### config.mk
export PLATFORM = sky130hd
export DESIGN_NAME = frame_fetch_dma
export DESIGN_NICKNAME = d
export VERILOG_FILES = /design/src/rtl/frame_fetch_pkg.sv /design/src/rtl/frame_fetch_ctrl.sv /design/src/rtl/frame_fetch_dp.sv /design/src/rtl/frame_fetch_dma.sv
export SDC_FILE = /design/constraint.sdc
export NUM_CORES = 1
export LEC_CHECK = 0
export BUFFER_PORTS_ARGS = -buffer_cell sky130_fd_sc_hd__buf_2
export CAP_MARGIN = 20
export CORE_ASPECT_RATIO = 1.1
export CORE_MARGIN = 8
export CORE_UTILIZATION = 60
export DETAILED_ROUTE_END_ITERATION = 6
export GPL_ROUTABILITY_DRIVEN = 0
export GPL_TIMING_DRIVEN = 0
export PLACE_DENSITY_LB_ADDON = 0.25
export SLEW_MARGIN = 25
export SYNTH_ARGS = -nofsm -noshare
export SYNTH_HDL_FRONTEND = slang
export SYNTH_SLANG_ARGS = --single-unit
export TNS_END_PERCENT = 5
### constraint.sdc
create_clock -name clk -period 7.1 [get_ports clk]
set_input_delay 1.775 -clock clk [delete_from_list [all_inputs] [get_ports clk]]
set_output_delay 1.775 -clock clk [all_outputs]
set_load 0.05 [all_outputs]
### src/rtl/frame_fetch_pkg.sv
package frame_fetch_pkg;
  localparam int MAX_BURST = 16;
  localparam int LEN_W     = 24;
  localparam int CMD_SOF   = 31;
  localparam int CMD_EOF   = 30;
  localparam int CMD_PAL   = 28;

  typedef enum logic [2:0] {
    ST_IDLE, ST_DREQ, ST_DRX, ST_CHK, ST_BREQ, ST_BRX
  } fetchState_t;

  typedef struct packed {
    logic loadStart;
    logic loadNext;
    logic accept;
    logic capDesc;
    logic capData;
    logic eofSet;
    logic descKind;
  } fetchStb_t;
endpackage

### src/rtl/frame_fetch_ctrl.sv
module frame_fetch_ctrl
  import frame_fetch_pkg::*;
(
  input  logic      clk,
  input  logic      rstN,
  input  logic      descAddrWr,
  input  logic      memRdy,
  input  logic      wordsDone,
  input  logic      roomOk,
  input  logic      xferLast,
  output fetchStb_t stb,
  output logic      memReq,
  output logic      busy
);
  fetchState_t state, nextState;

  always_ff @(posedge clk) begin
    if (!rstN) state <= ST_IDLE;
    else       state <= nextState;
  end

  always_comb begin
    stb       = '0;
    memReq    = 1'b0;
    nextState = state;
    unique case (state)
      ST_IDLE: if (descAddrWr) begin
        stb.loadStart = 1'b1;
        nextState     = ST_DREQ;
      end
      ST_DREQ: begin
        stb.descKind = 1'b1;
        memReq       = 1'b1;
        if (memRdy) begin
          stb.accept = 1'b1;
          nextState  = ST_DRX;
        end
      end
      ST_DRX: begin
        stb.descKind = 1'b1;
        stb.capDesc  = 1'b1;
        if (xferLast) nextState = ST_CHK;
      end
      ST_CHK: begin
        if (wordsDone) begin
          stb.eofSet   = 1'b1;
          stb.loadNext = 1'b1;
          nextState    = ST_DREQ;
        end else if (roomOk) begin
          nextState = ST_BREQ;
        end
      end
      ST_BREQ: begin
        memReq = 1'b1;
        if (memRdy) begin
          stb.accept = 1'b1;
          nextState  = ST_BRX;
        end
      end
      ST_BRX: begin
        stb.capData = 1'b1;
        if (xferLast) nextState = ST_CHK;
      end
      default: nextState = ST_IDLE;
    endcase
  end

  assign busy = (state != ST_IDLE);

  // a start while idle leads to a descriptor request
  p_start_req_r1: assert property (@(posedge clk) disable iff (!rstN)
    (!busy && descAddrWr) |=> (memReq && stb.descKind));

  // a start pulse while running leaves the engine running, not restarted
  p_busy_ignore_r11: assert property (@(posedge clk) disable iff (!rstN)
    (busy && descAddrWr) |=> busy);
endmodule

### src/rtl/frame_fetch_dp.sv
module frame_fetch_dp
  import frame_fetch_pkg::*;
#(
  parameter int FIFO_DEPTH = 32,
  localparam int PTR_W = $clog2(FIFO_DEPTH),
  localparam int CNT_W = PTR_W + 1,
  localparam int BL_W  = $clog2(MAX_BURST) + 1
)(
  input  logic             clk,
  input  logic             rstN,
  input  fetchStb_t        stb,
  input  logic [31:0]      descAddrIn,
  input  logic [1:0]       burstSel,
  input  logic             memRdValid,
  input  logic [31:0]      memRdData,
  output logic [31:0]      memAddr,
  output logic [BL_W-1:0]  memLen,
  output logic             wordsDone,
  output logic             roomOk,
  output logic             xferLast,
  input  logic             pixPop,
  input  logic             activeVideo,
  input  logic [2:0]       flagClr,
  output logic [31:0]      pixData,
  output logic             pixEmpty,
  output logic [31:0]      frameId,
  output logic             palFlag,
  output logic [2:0]       flags
);
  logic [31:0]      descPtr, nextPtr, dataAddr, idHold, cmdHold;
  logic [LEN_W-1:0] wordsLeft;
  logic [BL_W-1:0]  xferLeft, burstWords;
  logic [1:0]       descIdx;
  logic [31:0]      fifoMem [FIFO_DEPTH];
  logic [PTR_W-1:0] wrPtr, rdPtr;
  logic [CNT_W-1:0] fifoCnt;
  logic             rxWord, push, pop, cmdCap;

  always_comb begin
    unique case (burstSel)
      2'd0:    burstWords = BL_W'(4);
      2'd1:    burstWords = BL_W'(8);
      default: burstWords = BL_W'(MAX_BURST);
    endcase
  end

  assign rxWord    = memRdValid && (stb.capDesc || stb.capData);
  assign cmdCap    = memRdValid && stb.capDesc && (descIdx == 2'd3);
  assign xferLast  = rxWord && (xferLeft == BL_W'(1));
  assign wordsDone = (wordsLeft == '0);
  assign memAddr   = stb.descKind ? descPtr : dataAddr;

  always_comb begin
    if (stb.descKind)                        memLen = BL_W'(4);
    else if (wordsLeft < LEN_W'(burstWords)) memLen = BL_W'(wordsLeft);
    else                                     memLen = burstWords;
  end

  always_ff @(posedge clk) begin
    if (!rstN) begin
      descPtr <= '0; nextPtr <= '0; dataAddr <= '0; idHold <= '0; cmdHold <= '0;
      wordsLeft <= '0; xferLeft <= '0; descIdx <= '0; frameId <= '0; palFlag <= 1'b0;
    end else begin
      if (stb.loadStart)     descPtr <= descAddrIn;
      else if (stb.loadNext) descPtr <= nextPtr;
      if (stb.accept) begin
        xferLeft <= memLen;
        descIdx  <= '0;
      end else if (rxWord) begin
        xferLeft <= xferLeft - BL_W'(1);
      end
      if (memRdValid && stb.capDesc) begin
        descIdx <= descIdx + 2'd1;
        unique case (descIdx)
          2'd0: nextPtr  <= memRdData;
          2'd1: dataAddr <= memRdData;
          2'd2: idHold   <= memRdData;
          default: begin
            cmdHold   <= memRdData;
            wordsLeft <= memRdData[LEN_W-1:0];
            frameId   <= idHold;
            palFlag   <= memRdData[CMD_PAL];
          end
        endcase
      end
      if (push) begin
        dataAddr  <= dataAddr + 32'd4;
        wordsLeft <= wordsLeft - LEN_W'(1);
      end
    end
  end

  // pixel FIFO
  assign push     = memRdValid && stb.capData;
  assign pixEmpty = (fifoCnt == '0);
  assign pop      = pixPop && !pixEmpty;
  assign pixData  = fifoMem[rdPtr];
  assign roomOk   = (CNT_W'(FIFO_DEPTH) - fifoCnt) >= CNT_W'(burstWords);

  always_ff @(posedge clk) begin
    if (push) fifoMem[wrPtr] <= memRdData;
  end

  always_ff @(posedge clk) begin
    if (!rstN) begin
      wrPtr <= '0; rdPtr <= '0; fifoCnt <= '0;
    end else begin
      if (push) wrPtr <= wrPtr + PTR_W'(1);
      if (pop)  rdPtr <= rdPtr + PTR_W'(1);
      fifoCnt <= fifoCnt + CNT_W'(push) - CNT_W'(pop);
    end
  end

  // sticky flags: bit0 start-of-frame, bit1 end-of-frame, bit2 underrun
  logic [2:0] flagSet;
  assign flagSet[0] = cmdCap && memRdData[CMD_SOF];
  assign flagSet[1] = stb.eofSet && cmdHold[CMD_EOF];
  assign flagSet[2] = pixPop && pixEmpty && activeVideo;

  always_ff @(posedge clk) begin
    if (!rstN) flags <= '0;
    else       flags <= flagSet | (flags & ~flagClr);
  end

  // the control never pushes into a full FIFO
  p_no_overflow_r7: assert property (@(posedge clk) disable iff (!rstN)
    push |-> (fifoCnt < CNT_W'(FIFO_DEPTH)));

  // an empty pop in active video leaves the underrun flag high
  p_underrun_set_r8: assert property (@(posedge clk) disable iff (!rstN)
    (pixPop && pixEmpty && activeVideo) |=> flags[2]);

  // pointer distance matches the occupancy count
  p_fifo_level_r2: assert property (@(posedge clk) disable iff (!rstN)
    pixEmpty |-> (wrPtr == rdPtr));
endmodule

### src/rtl/frame_fetch_dma.sv
module frame_fetch_dma
  import frame_fetch_pkg::*;
#(
  parameter int FIFO_DEPTH = 32
)(
  input  logic        clk,
  input  logic        rstN,
  input  logic        descAddrWr,
  input  logic [31:0] descAddrIn,
  input  logic [1:0]  burstSel,
  input  logic        sofIrqEn,
  input  logic        eofIrqEn,
  input  logic        ufIrqEn,
  input  logic [2:0]  flagClr,
  output logic        memReq,
  input  logic        memRdy,
  output logic [31:0] memAddr,
  output logic [4:0]  memLen,
  input  logic        memRdValid,
  input  logic [31:0] memRdData,
  input  logic        pixPop,
  input  logic        activeVideo,
  output logic [31:0] pixData,
  output logic        pixEmpty,
  output logic        busy,
  output logic [31:0] frameId,
  output logic        palFlag,
  output logic        sofFlag,
  output logic        eofFlag,
  output logic        ufFlag,
  output logic        irq
);
  fetchStb_t  stb;
  logic       wordsDone, roomOk, xferLast;
  logic [2:0] flags;

  frame_fetch_ctrl ctrl_i (
    .clk(clk), .rstN(rstN), .descAddrWr(descAddrWr), .memRdy(memRdy),
    .wordsDone(wordsDone), .roomOk(roomOk), .xferLast(xferLast),
    .stb(stb), .memReq(memReq), .busy(busy)
  );

  frame_fetch_dp #(.FIFO_DEPTH(FIFO_DEPTH)) dp_i (
    .clk(clk), .rstN(rstN), .stb(stb), .descAddrIn(descAddrIn), .burstSel(burstSel),
    .memRdValid(memRdValid), .memRdData(memRdData), .memAddr(memAddr), .memLen(memLen),
    .wordsDone(wordsDone), .roomOk(roomOk), .xferLast(xferLast),
    .pixPop(pixPop), .activeVideo(activeVideo), .flagClr(flagClr),
    .pixData(pixData), .pixEmpty(pixEmpty), .frameId(frameId), .palFlag(palFlag),
    .flags(flags)
  );

  assign sofFlag = flags[0];
  assign eofFlag = flags[1];
  assign ufFlag  = flags[2];
  assign irq = (sofFlag && sofIrqEn) || (eofFlag && eofIrqEn) || (ufFlag && ufIrqEn);

  // a pending request holds address and length until accepted
  p_req_hold_r12: assert property (@(posedge clk) disable iff (!rstN)
    (memReq && !memRdy) |=> (memReq && $stable(memAddr) && $stable(memLen)));

  // burst length is never zero and never above the largest burst
  p_burst_len_r3: assert property (@(posedge clk) disable iff (!rstN)
    memReq |-> (memLen != 5'd0 && memLen <= 5'(MAX_BURST)));

  // a data request only goes out with room for a whole burst
  p_room_r7: assert property (@(posedge clk) disable iff (!rstN)
    (memReq && !stb.descKind) |-> roomOk);
endmodule

# [Word-level counts from Yosys, hierarchy flattened]
# Memories as Yosys holds them, arrays and structs flattened. A register that Yosys moved wholly into a read port is not among the register bits.
# Cells that the tools add are included.
[word_totals] register_bits=245 mem_bits_rw=1024 in_bits=79 output_inout_bits=109 word_cells=122 memories=1
[mem_list] name="dp_i.fifoMem" words=32 width=32 rd=1 rd_clocked_by_memory_dff=1 write_ports=1 line="frame_fetch_dp.sv:34" rtl="logic [31:0] fifoMem [FIFO_DEPTH];"
[classes] n_addsub=9 magnitude_cmp=2 n_eq_ne=16 mux=37 bitwise=4 reduce_logical=38
[ops] cell="32-bit two-way mux" count=6
[ops] cell="24-bit two-way mux" count=3
[ops] cell="32-bit by 3-bit adder with 32-bit output, second input constant" count=1
[ops] cell="5-bit two-way mux" count=6
[ops] cell="24-bit zero test" count=1
[ops] cell="24-bit by 5-bit less-than comparator with 1-bit output" count=1
[ops] cell="24-bit by 1-bit subtractor with 24-bit output, second input constant" count=1
[ops] cell="3-bit two-way mux" count=6
[ops] cell="3-bit one-hot mux with 5 select lines" count=1
[ops] cell="1-bit logical AND" count=13
[ops] cell="1-bit two-way mux" count=12
[ops] cell="5-bit by 1-bit adder with 5-bit output, second input constant" count=2
[ops] cell="5-bit one-hot mux with 2 select lines" count=1
[ops] cell="2-bit AND reduction" count=5
[ops] cell="2-bit nonzero test" count=5
[ops] cell="6-bit by 1-bit adder with 6-bit output" count=1
[ops] cell="3-bit by 2-bit == test with 1-bit output, second input constant" count=2
[ops] cell="3-bit == test, second input constant" count=2
[ops] cell="6-bit by 5-bit greater-or-equal comparator with 1-bit output" count=1
[ops] cell="6-bit zero test" count=1
[ops] cell="2-bit != test, second input constant" count=3
[ops] cell="2-bit OR reduction" count=3
[ops] cell="6-bit by 1-bit subtractor with 6-bit output" count=1
[ops] cell="6-bit subtractor, first input constant" count=1
[ops] cell="other kinds (20)" count=27

# [Longest topological paths before layout]
# Gate-level depths: netlist of run 1.
[depth] ltp_word=7 ltp_mapped=13

# [Hierarchy]
# Synthesis of run 1 repeated with hierarchy kept, for this count alone.
[hier_totals] hier_cells=2870 area_unflattened_um2=49329.8
[by_module_without_submodules] mod="frame_fetch_dp" instances=1 cells_per_inst=2824 area_per_inst_um2=48977.0 seq_area_each_um2=35093.7
[by_module_without_submodules] mod="frame_fetch_ctrl" instances=1 cells_per_inst=44 area_per_inst_um2=339.1 seq_area_each_um2=60.1
[by_module_without_submodules] mod="frame_fetch_dma" instances=1 cells_per_inst=2 area_per_inst_um2=13.8 seq_area_each_um2=0.0

# [Worst setup path after synthesis of run 1]
# OpenSTA, ideal clock, no wires.
[synth_path] path_kind="in2out" startpoint="input port burstSel[1]" endpoint="output port memLen[4]" arrival_time_ns=3.800 slack_ns=1.525 cell_stages=7 path_cell_list="inv_1 > nand2_1 > ha_1 > nor4_1 > nor4b_1 > nor4_4 > mux2i_1"
[synth_via] elab_chain_cells=5 elab_cells_between_ends=6 cone_classes="order compare: 1; eq/ne: 1; mux: 3; reduce/logical: 1"
[synth_lines] item="start: declaration" line="frame_fetch_dma.sv:10" rtl="input logic [1:0] burstSel,"
[synth_lines] item="2-bit by 1-bit == test with 1-bit output / 2-bit zero test (equally long branches)" line="frame_fetch_dp.sv:40" rtl="unique case (burstSel)"
[synth_lines] item="5-bit one-hot mux with 2 select lines (*)" line="frame_fetch_dp.sv:40"
[synth_lines] item="24-bit by 5-bit less-than comparator with 1-bit output" line="frame_fetch_dp.sv:55" rtl="else if (wordsLeft < LEN_W'(burstWords)) memLen = BL_W'(wordsLeft);"
[synth_lines] item="5-bit two-way mux (*)" line="frame_fetch_dp.sv:55"
[synth_lines] item="5-bit two-way mux (*)" line="frame_fetch_dp.sv:54" rtl="if (stb.descKind) memLen = BL_W'(4);"
[synth_lines] item="end: declaration" line="frame_fetch_dma.sv:18" rtl="output logic [4:0] memLen,"
# Mark *: on every way between the ends. The rest lies on a longest branch, timed or not.

==> results of run 1 <==
-- power breakdown --
part / total (mW) / internal (mW) / switching [mW] / leakage [nW]
clock: 6.30 / 3.60 / 2.69 / 1.92
sequential: 8.01 / 7.96 / 0.0532 / 11.0
combinational: 3.27 / 1.31 / 1.96 / 5.22
-- synthesized netlist by cell type, drive strengths merged (8+ instances only) --
cell type / number
ha: 29
nor2: 82
nand3: 21
edfxtp: 1024
dfxtp: 220
nand4: 13
nor3: 21
and2: 19
and3: 15
inv: 28
a311oi: 10
nor2b: 9
xor2: 10
nand2: 357
a21oi: 183
o21ai: 60
a211oi: 19
a221oi: 34
or4: 8
a31oi: 16
mux2i: 165
clkbuf: 137
a22o: 33
nor4: 10
or3: 13
mux4: 256
buf: 41
-- worst max-delay path, stage by stage, from the launching register on --
cell                       delay [ns]
sky130_fd_sc_hd__dfxtp_1         0.39
sky130_fd_sc_hd__clkbuf_1        0.20
sky130_fd_sc_hd__clkbuf_1        0.66
sky130_fd_sc_hd__clkbuf_1        0.68
sky130_fd_sc_hd__buf_2           0.51
sky130_fd_sc_hd__mux4_2          0.30
sky130_fd_sc_hd__mux2i_1         0.11
sky130_fd_sc_hd__a221oi_1        0.81
sky130_fd_sc_hd__buf_2           0.41
-- worst max-delay path by stage --
stage / slack [ns] / endpoint / start / cells after the start
CTS: 0.53 / pixData[7] / flip-flop / 8
finish: 0.57 / pixData[7] / flip-flop / 8
global route: 0.45 / pixData[7] / flip-flop / 8
floorplan: 1.53 / memLen[4] / burstSel[1] / 7
detailed placement: 1.28 / pixData[7] / flip-flop / 8
global placement: -0.21 / dp_i.fifoMem[28][23]$_DFFE_PP_ / memRdValid / 8
-- metrics by stage --
| step | setup slack [ns] | cell area, µm² | total power [mW] | utilization (%) |
|---|---|---|---|---|
| 2_1_floorplan | 1.53 | 49200 | 10.5 | - |
| 3_3_place_gp | -0.209 | 51400 | 11.3 | 63.1 |
| 3_5_place_dp | 1.28 | 52700 | 11.4 | 64.6 |
| 4_1_cts | 0.532 | 56600 | 17.6 | 69.4 |
| 5_1_grt | 0.453 | 56600 | 18.1 | 69.4 |
| 6_report | 0.574 | 56600 | 17.6 | 69.4 |
-- layout make-up --
cell class / count / area (µm²) / area share, %
Clock inverter: 62 / 549 / 0.971
Buffer: 178 / 732 / 1.29
Antenna cell: 3 / 7.51 / 0.0133
Clock buffer: 155 / 3340 / 5.91
Timing Repair Buffer: 230 / 1980 / 3.49
Inverter: 29 / 109 / 0.192
Tap cell: 1064 / 1330 / 2.35
Multi-Input combinational cell: 1467 / 13400 / 23.6
Sequential cell: 1244 / 35200 / 62.1
-- metal layers --
metal,routed length (µm),part of all wire (%),up-vias,track usage [%]
li1,-,-,12213,-
met4,6830,5.1,0,13.3
met2,66200,50,1616,49.7
met1,47800,36,14873,35.9
met3,11800,8.9,370,4.97
met5,0,0,-,0
-- flip-flops by register name, indices dropped and copies added (netlist names), 3 cells and up, named ones only --
name,cells
dp_i.descPtr,32
dp_i.frameId,32
dp_i.idHold,32
dp_i.wrPtr,5
dp_i.wordsLeft,24
dp_i.nextPtr,32
dp_i.rdPtr,5
dp_i.xferLeft,5
dp_i.fifoCnt,6
dp_i.flags,3
ctrl_i.state,3
dp_i.dataAddr,32
dp_i.fifoMem,1024
-- cell families after synthesis --
family                   count (synthesis)
flip-flops                            1244
AND/OR/NAND/NOR                        599
multiplexers                           425
AO/OA/AOI/OAI                          397
buffers and inverters                  207
adder cells (fa/ha/maj)                 30
XOR/XNOR                                16
==> parameters.txt, run 1 <==
Parameter                              Value

Setup path
  Crit. End Element    output pin
  Startpoint type of the worst setup path    flip-flop
  Highest fanout seen on the critical path    10
  R2r worst-path depth    9
  Worst endpoint data arrival time    4.75 ns
  Data required time of the worst path    ~5.3 ns
  Worst setup path category    flip-flop to output pin
  Crit Reg-Reg Startpoint    ctrl_i.state[1]$_SDFFE_PN0P_
  Reg2reg end    dp_i.fifoMem[28][24]$_DFFE_PP_
  Register-to-register setup slack    2.68 ns

Yosys
  Fraction of registers with async set/reset    0%
  Summed instance area of the synthesized netlist    49200 µm²
  Largest family of logic cells by synthesized area    multiplexers
  Area share of the leading cell type in the synthesized netlist    62.5%
  Sequential area share after synthesis    approximately 72%
  Cells taking the most area after synthesis    sky130_fd_sc_hd__edfxtp_1 63%, sky130_fd_sc_hd__mux4_2 12%, sky130_fd_sc_hd__dfxtp_1 9.0%
  Area fraction in compound gates after synthesis    under 10%
  Average cell area after synthesis    16.8 µm²
  Net count after synthesis    around 3000
  Adder-cell area share of the yosys netlist    0.779%
  Simple-gate area share of the yosys netlist    5.52%
  Yosys synthesis warning count    0
  Synth area leader    sky130_fd_sc_hd__edfxtp_1
  Area share of xor/xnor cells in the synthesized design    less than 1%
  Seq cells post-synth    1244
  Count of mapped cells out of synthesis    2918
  Multiplexer share of the synthesized area    15.2%
  Number of synthesized flops with an enable pin    1024
  Most common flop cell mapped by yosys    sky130_fd_sc_hd__edfxtp_1
  Number of distinct library cell variants in the gate-level netlist after synthesis    69

STA
  Number of setup violations in the final report    0
  Transition time at the pin with the least slew margin    approximately 1.1 ns
  Setup tns final    0 ns
  RSZ-0062 raised after global routing    false
  Min Tclk post-route    6.53 ns
  Final hold violation count    0
  Worst rel slew slack    between 20% and 30%
  Worst Skew    roughly 0.017 ns
  Maximum clock rate    153 MHz
  Hold WS    between 0.4 and 0.5 ns
  Share of the clock period used by the worst path    91.9%
  Number of slew-limit violations in the final report    0

CTS
  Number of sinks on the clock net    1244
  Clock buffer count from CTS    117
  # H-tree levels    3
  Clock network latency to the later pin of the worst-skew pair    0.69 ns
  Max clock buf depth    3
  Post-CTS setup buffers    0
  CTS tree    yes
  Number of gates resized after cts    0
  Buffer cell driving the clock tree root    sky130_fd_sc_hd__clkbuf_16
  Hold Buf Count CTS    0
  Clock slew seen by the registers of the worst setup and hold paths    0.06 ns

Power
  Power density cells    just over 300 nW/µm²
  LEAKAGE    around 18 nW
  Peak ir drop on the vdd network    347 µV

Global route
  GRT overflow    0
  Via count of the first global-routing pass    30127
  GR Util All Layers    28.9%
  Global-route wire length before repair    193000 µm
  Initial antenna violation count    5
  Largest net degree at the start of global routing    38

Floorplan
  Chip Height    ~320 µm
  CORE AREA    81500 µm²
  Placement Rows    110
  Num ports    188
  Total die area    91400 µm²
  Chip Width    289 µm
  Initial standard-cell utilization of the core    60.3%

Route
  Antenna Nets Post-Route    0
  Aggregate routed wire length    133000 µm
  Number of vias in the routed layout    29072
  Iteration-0 DRC Markers    between 3000 and 4000
  Detailed Routing Iterations Pass 1    7
  Average via count per standard cell    6.56
  Final routed DRC violation total    0
  Average wire length per cell after detail routing    29.9 µm

Run
  Number of violations of the max-capacitance limit    0

Finish
  Most common cell after layout, fill and taps aside    sky130_fd_sc_hd__edfxtp_1
  Final instance count without filler cells    around 4400
  P&R area growth vs syn    15.1%
  Layout filler cell count    5093
  Most frequent cells in the layout    1024 x sky130_fd_sc_hd__edfxtp_1, 357 x sky130_fd_sc_hd__nand2_1, 256 x sky130_fd_sc_hd__mux4_2
  Count of nets after finishing    between 3000 and 4000
  Fraction of layout instances using a drive strength above 1    about 22%

Placement
  Dpl hpwl    approximately 86000 µm
  Placed Cells    4212
  IO Port Bufs    187

Outcome
  Result of the run    finished clean

Worst hold path
  Hold-critical path endpoint    dp_i.frameId[12]$_SDFFE_PN0P_
  Hold Path Origin    dp_i.frameId[12]$_SDFFE_PN0P_
  Worst Hold Class    flip-flop to flip-flop
  Min-Delay Path Depth    2
Note: power is estimated with default switching activity, not from simulation.
==> run 2, diff against run 1 <==
- RECOVER_POWER: not set -> 25
==> run 2 against run 1 <==
  * The run now ends with capacitance limit, slew limit left
  * Worst hold slack better by 0.00099 ns
  * Cell area hardly changed
  * Worst setup slack worse by 0.027 ns
  * Sequential share of layout area hardly changed
  * Clock skew is 0.00078 ns higher
  * First-iteration DRC count is 0.34% lower
  * Non-clock buffer count stayed put
  * Clock-buffer cell count stayed put
  * Die area stayed put
  * Clock power hardly changed
  * Critical path type unchanged
  * Critical endpoint unchanged
  * Largest power group unchanged
==> parameters.txt, run 2 (same netlist as run 1, synthesis figures left out) <==
Parameter                              Value

Outcome
  Result of the run    finished, violations left
  Violated checks    capacitance limit, slew limit

Route
  Antenna Nets Post-Route    0
  Aggregate routed wire length    132000 µm
  Iteration-0 DRC Markers    3477
  Detailed Routing Iterations Pass 1    7
  Average wire length per cell after detail routing    around 30 µm
  Number of vias in the routed layout    29020
  Average via count per standard cell    between 6 and 7
  Final routed DRC violation total    0

Finish
  Layout filler cell count    5098
  P&R area growth vs syn    15.0%
  Largest Register    dp_i.fifoMem
  Utilization after layout    69.4%
  Count of nets after finishing    3376
  Max FFs per register    1024
  Most frequent cells in the layout    1024 x sky130_fd_sc_hd__edfxtp_1, 357 x sky130_fd_sc_hd__nand2_1, 256 x sky130_fd_sc_hd__mux4_2
  Final instance count without filler cells    4431
  Fraction of layout instances using a drive strength above 1    21.5%
  Final non-filler cell area    56600 µm²
  Most common cell after layout, fill and taps aside    sky130_fd_sc_hd__edfxtp_1

Power
  Overall power consumption    approximately 18 mW
  Power density cells    311 nW/µm²
  LEAKAGE    18.1 nW
  Peak ir drop on the vdd network    348 µV

CTS
  Hold Buf Count CTS    0
  # H-tree levels    3
  Post-CTS setup buffers    0
  CTS tree    yes
  Number of gates resized after cts    0
  Clock network latency to the later pin of the worst-skew pair    0.68 ns
  Max clock buf depth    3
  Clock buffer count from CTS    117
  Clock slew seen by the registers of the worst setup and hold paths    0.06 ns
  Number of sinks on the clock net    approximately 1200
  Buffer cell driving the clock tree root    sky130_fd_sc_hd__clkbuf_16

Setup path
  Register-to-register setup slack    2.65 ns
  R2r worst-path depth    9
  Highest fanout seen on the critical path    10
  Reg2reg end    dp_i.fifoMem[28][24]$_DFFE_PP_
  Crit Reg-Reg Startpoint    ctrl_i.state[1]$_SDFFE_PN0P_
  Data required time of the worst path    5.33 ns
  Startpoint type of the worst setup path    flip-flop
  Worst setup path category    flip-flop to output pin
  Crit. End Element    output pin
  Worst endpoint data arrival time    4.78 ns

Worst hold path
  Hold-critical path endpoint    dp_i.frameId[12]$_SDFFE_PN0P_
  Min-Delay Path Depth    2
  Worst Hold Class    flip-flop to flip-flop
  Hold Path Origin    dp_i.frameId[12]$_SDFFE_PN0P_

STA
  Maximum clock rate    153 MHz
  Min Tclk post-route    6.55 ns
  Share of the clock period used by the worst path    92.3%
  RSZ-0062 raised after global routing    false
  Number of setup violations in the final report    0
  Crit path setup slack, layout    0.547 ns
  Final hold violation count    0
  Number of slew-limit violations in the final report    773
  Worst rel slew slack    -43.1%
  Transition time at the pin with the least slew margin    2.15 ns
  Worst Skew    0.0180 ns

Floorplan
  Chip Width    289 µm
  CORE AREA    81500 µm²
  Num ports    188
  Chip Height    316 µm
  Initial standard-cell utilization of the core    60.3%
  Placement Rows    110
  Total die area    91400 µm²

Placement
  Placed Cells    about 4200
  Dpl hpwl    between 80000 and 90000 µm
  DP Worst Slack    approximately 1.3 ns
  Post-detailed-placement cell area    52700 µm²
  IO Port Bufs    approximately 190

Run
  Number of violations of the max-capacitance limit    21

Global route
  GRT overflow    0
  Via count of the first global-routing pass    ~30000
  Largest net degree at the start of global routing    38
  GR Util All Layers    28.9%
  Initial antenna violation count    5
  Global-route wire length before repair    about 190000 µm
==> run 2: cell types whose count changed in the layout (fill, tap and decap cells not counted) <==
| cell | before | now |
|---|---|---|
| sky130_fd_sc_hd__buf_2 | 210 | 189 |
| sky130_fd_sc_hd__clkbuf_1 | 153 | 174 |
| sky130_fd_sc_hd__diode_2 | 3 | 2 |
==> run 2: worst max-delay path by stage <==
stage / start / to / slack, ns / cells after the start
floorplan: burstSel[1] / memLen[4] / 1.53 / 7
global placement: memRdValid / dp_i.fifoMem[28][23]$_DFFE_PP_ / -0.21 / 8
detailed placement: flip-flop / pixData[7] / 1.28 / 8
CTS: flip-flop / pixData[7] / 0.53 / 8
global route: flip-flop / pixData[7] / 0.45 / 8
finish: flip-flop / pixData[7] / 0.55 / 8
==> run 2: where the power goes <==
group / leakage, nW / internal (mW) / switching (mW)
Sequential: 11.0 / 7.96 / 0.0532
Clock: 1.92 / 3.60 / 2.69
Combinational: 5.16 / 1.30 / 1.96
Total: 18.1 / 12.9 / 4.70
==> run 2: layer usage <==
layer	GRT usage, %	vias to the layer above	share of wire (%)	wire [µm]
met5	0	-	0	0
met4	13.3	0	5.3	6960
met3	4.97	371	9.2	12200
met2	49.7	1672	50	66000
met1	35.9	14771	36	47200
li1	-	12206	-	-
==> run 2: critical path: stages, from the launching register on <==
cell and delay [ns]:
sky130_fd_sc_hd__dfxtp_1 0.39, sky130_fd_sc_hd__clkbuf_1 0.20, sky130_fd_sc_hd__clkbuf_1 0.67, sky130_fd_sc_hd__clkbuf_1 0.69, sky130_fd_sc_hd__buf_2 0.51, sky130_fd_sc_hd__mux4_2 0.30, sky130_fd_sc_hd__mux2i_1 0.11, sky130_fd_sc_hd__a221oi_1 0.82
sky130_fd_sc_hd__buf_2 0.41
==> run 2: final cells by class <==
class	instances	area, µm²	share of cell area (%)
Sequential cell	1244	35200	62.2
Multi-Input combinational cell	1467	13400	23.7
Clock buffer	155	3340	5.91
Timing Repair Buffer	230	1950	3.45
Tap cell	1064	1330	2.35
Buffer	178	732	1.29
Clock inverter	62	549	0.971
Inverter	29	109	0.192
Antenna cell	2	5.00	0.00885
==> run 2: metrics by stage <==
step                      hold slack [ns]  setup TNS (ns)
after detailed placement            0.447               0
after floorplan                     0.432               0
after global placement              0.443          -36.97
final                               0.456               0
after CTS                           0.456               0
after global routing                0.473               0
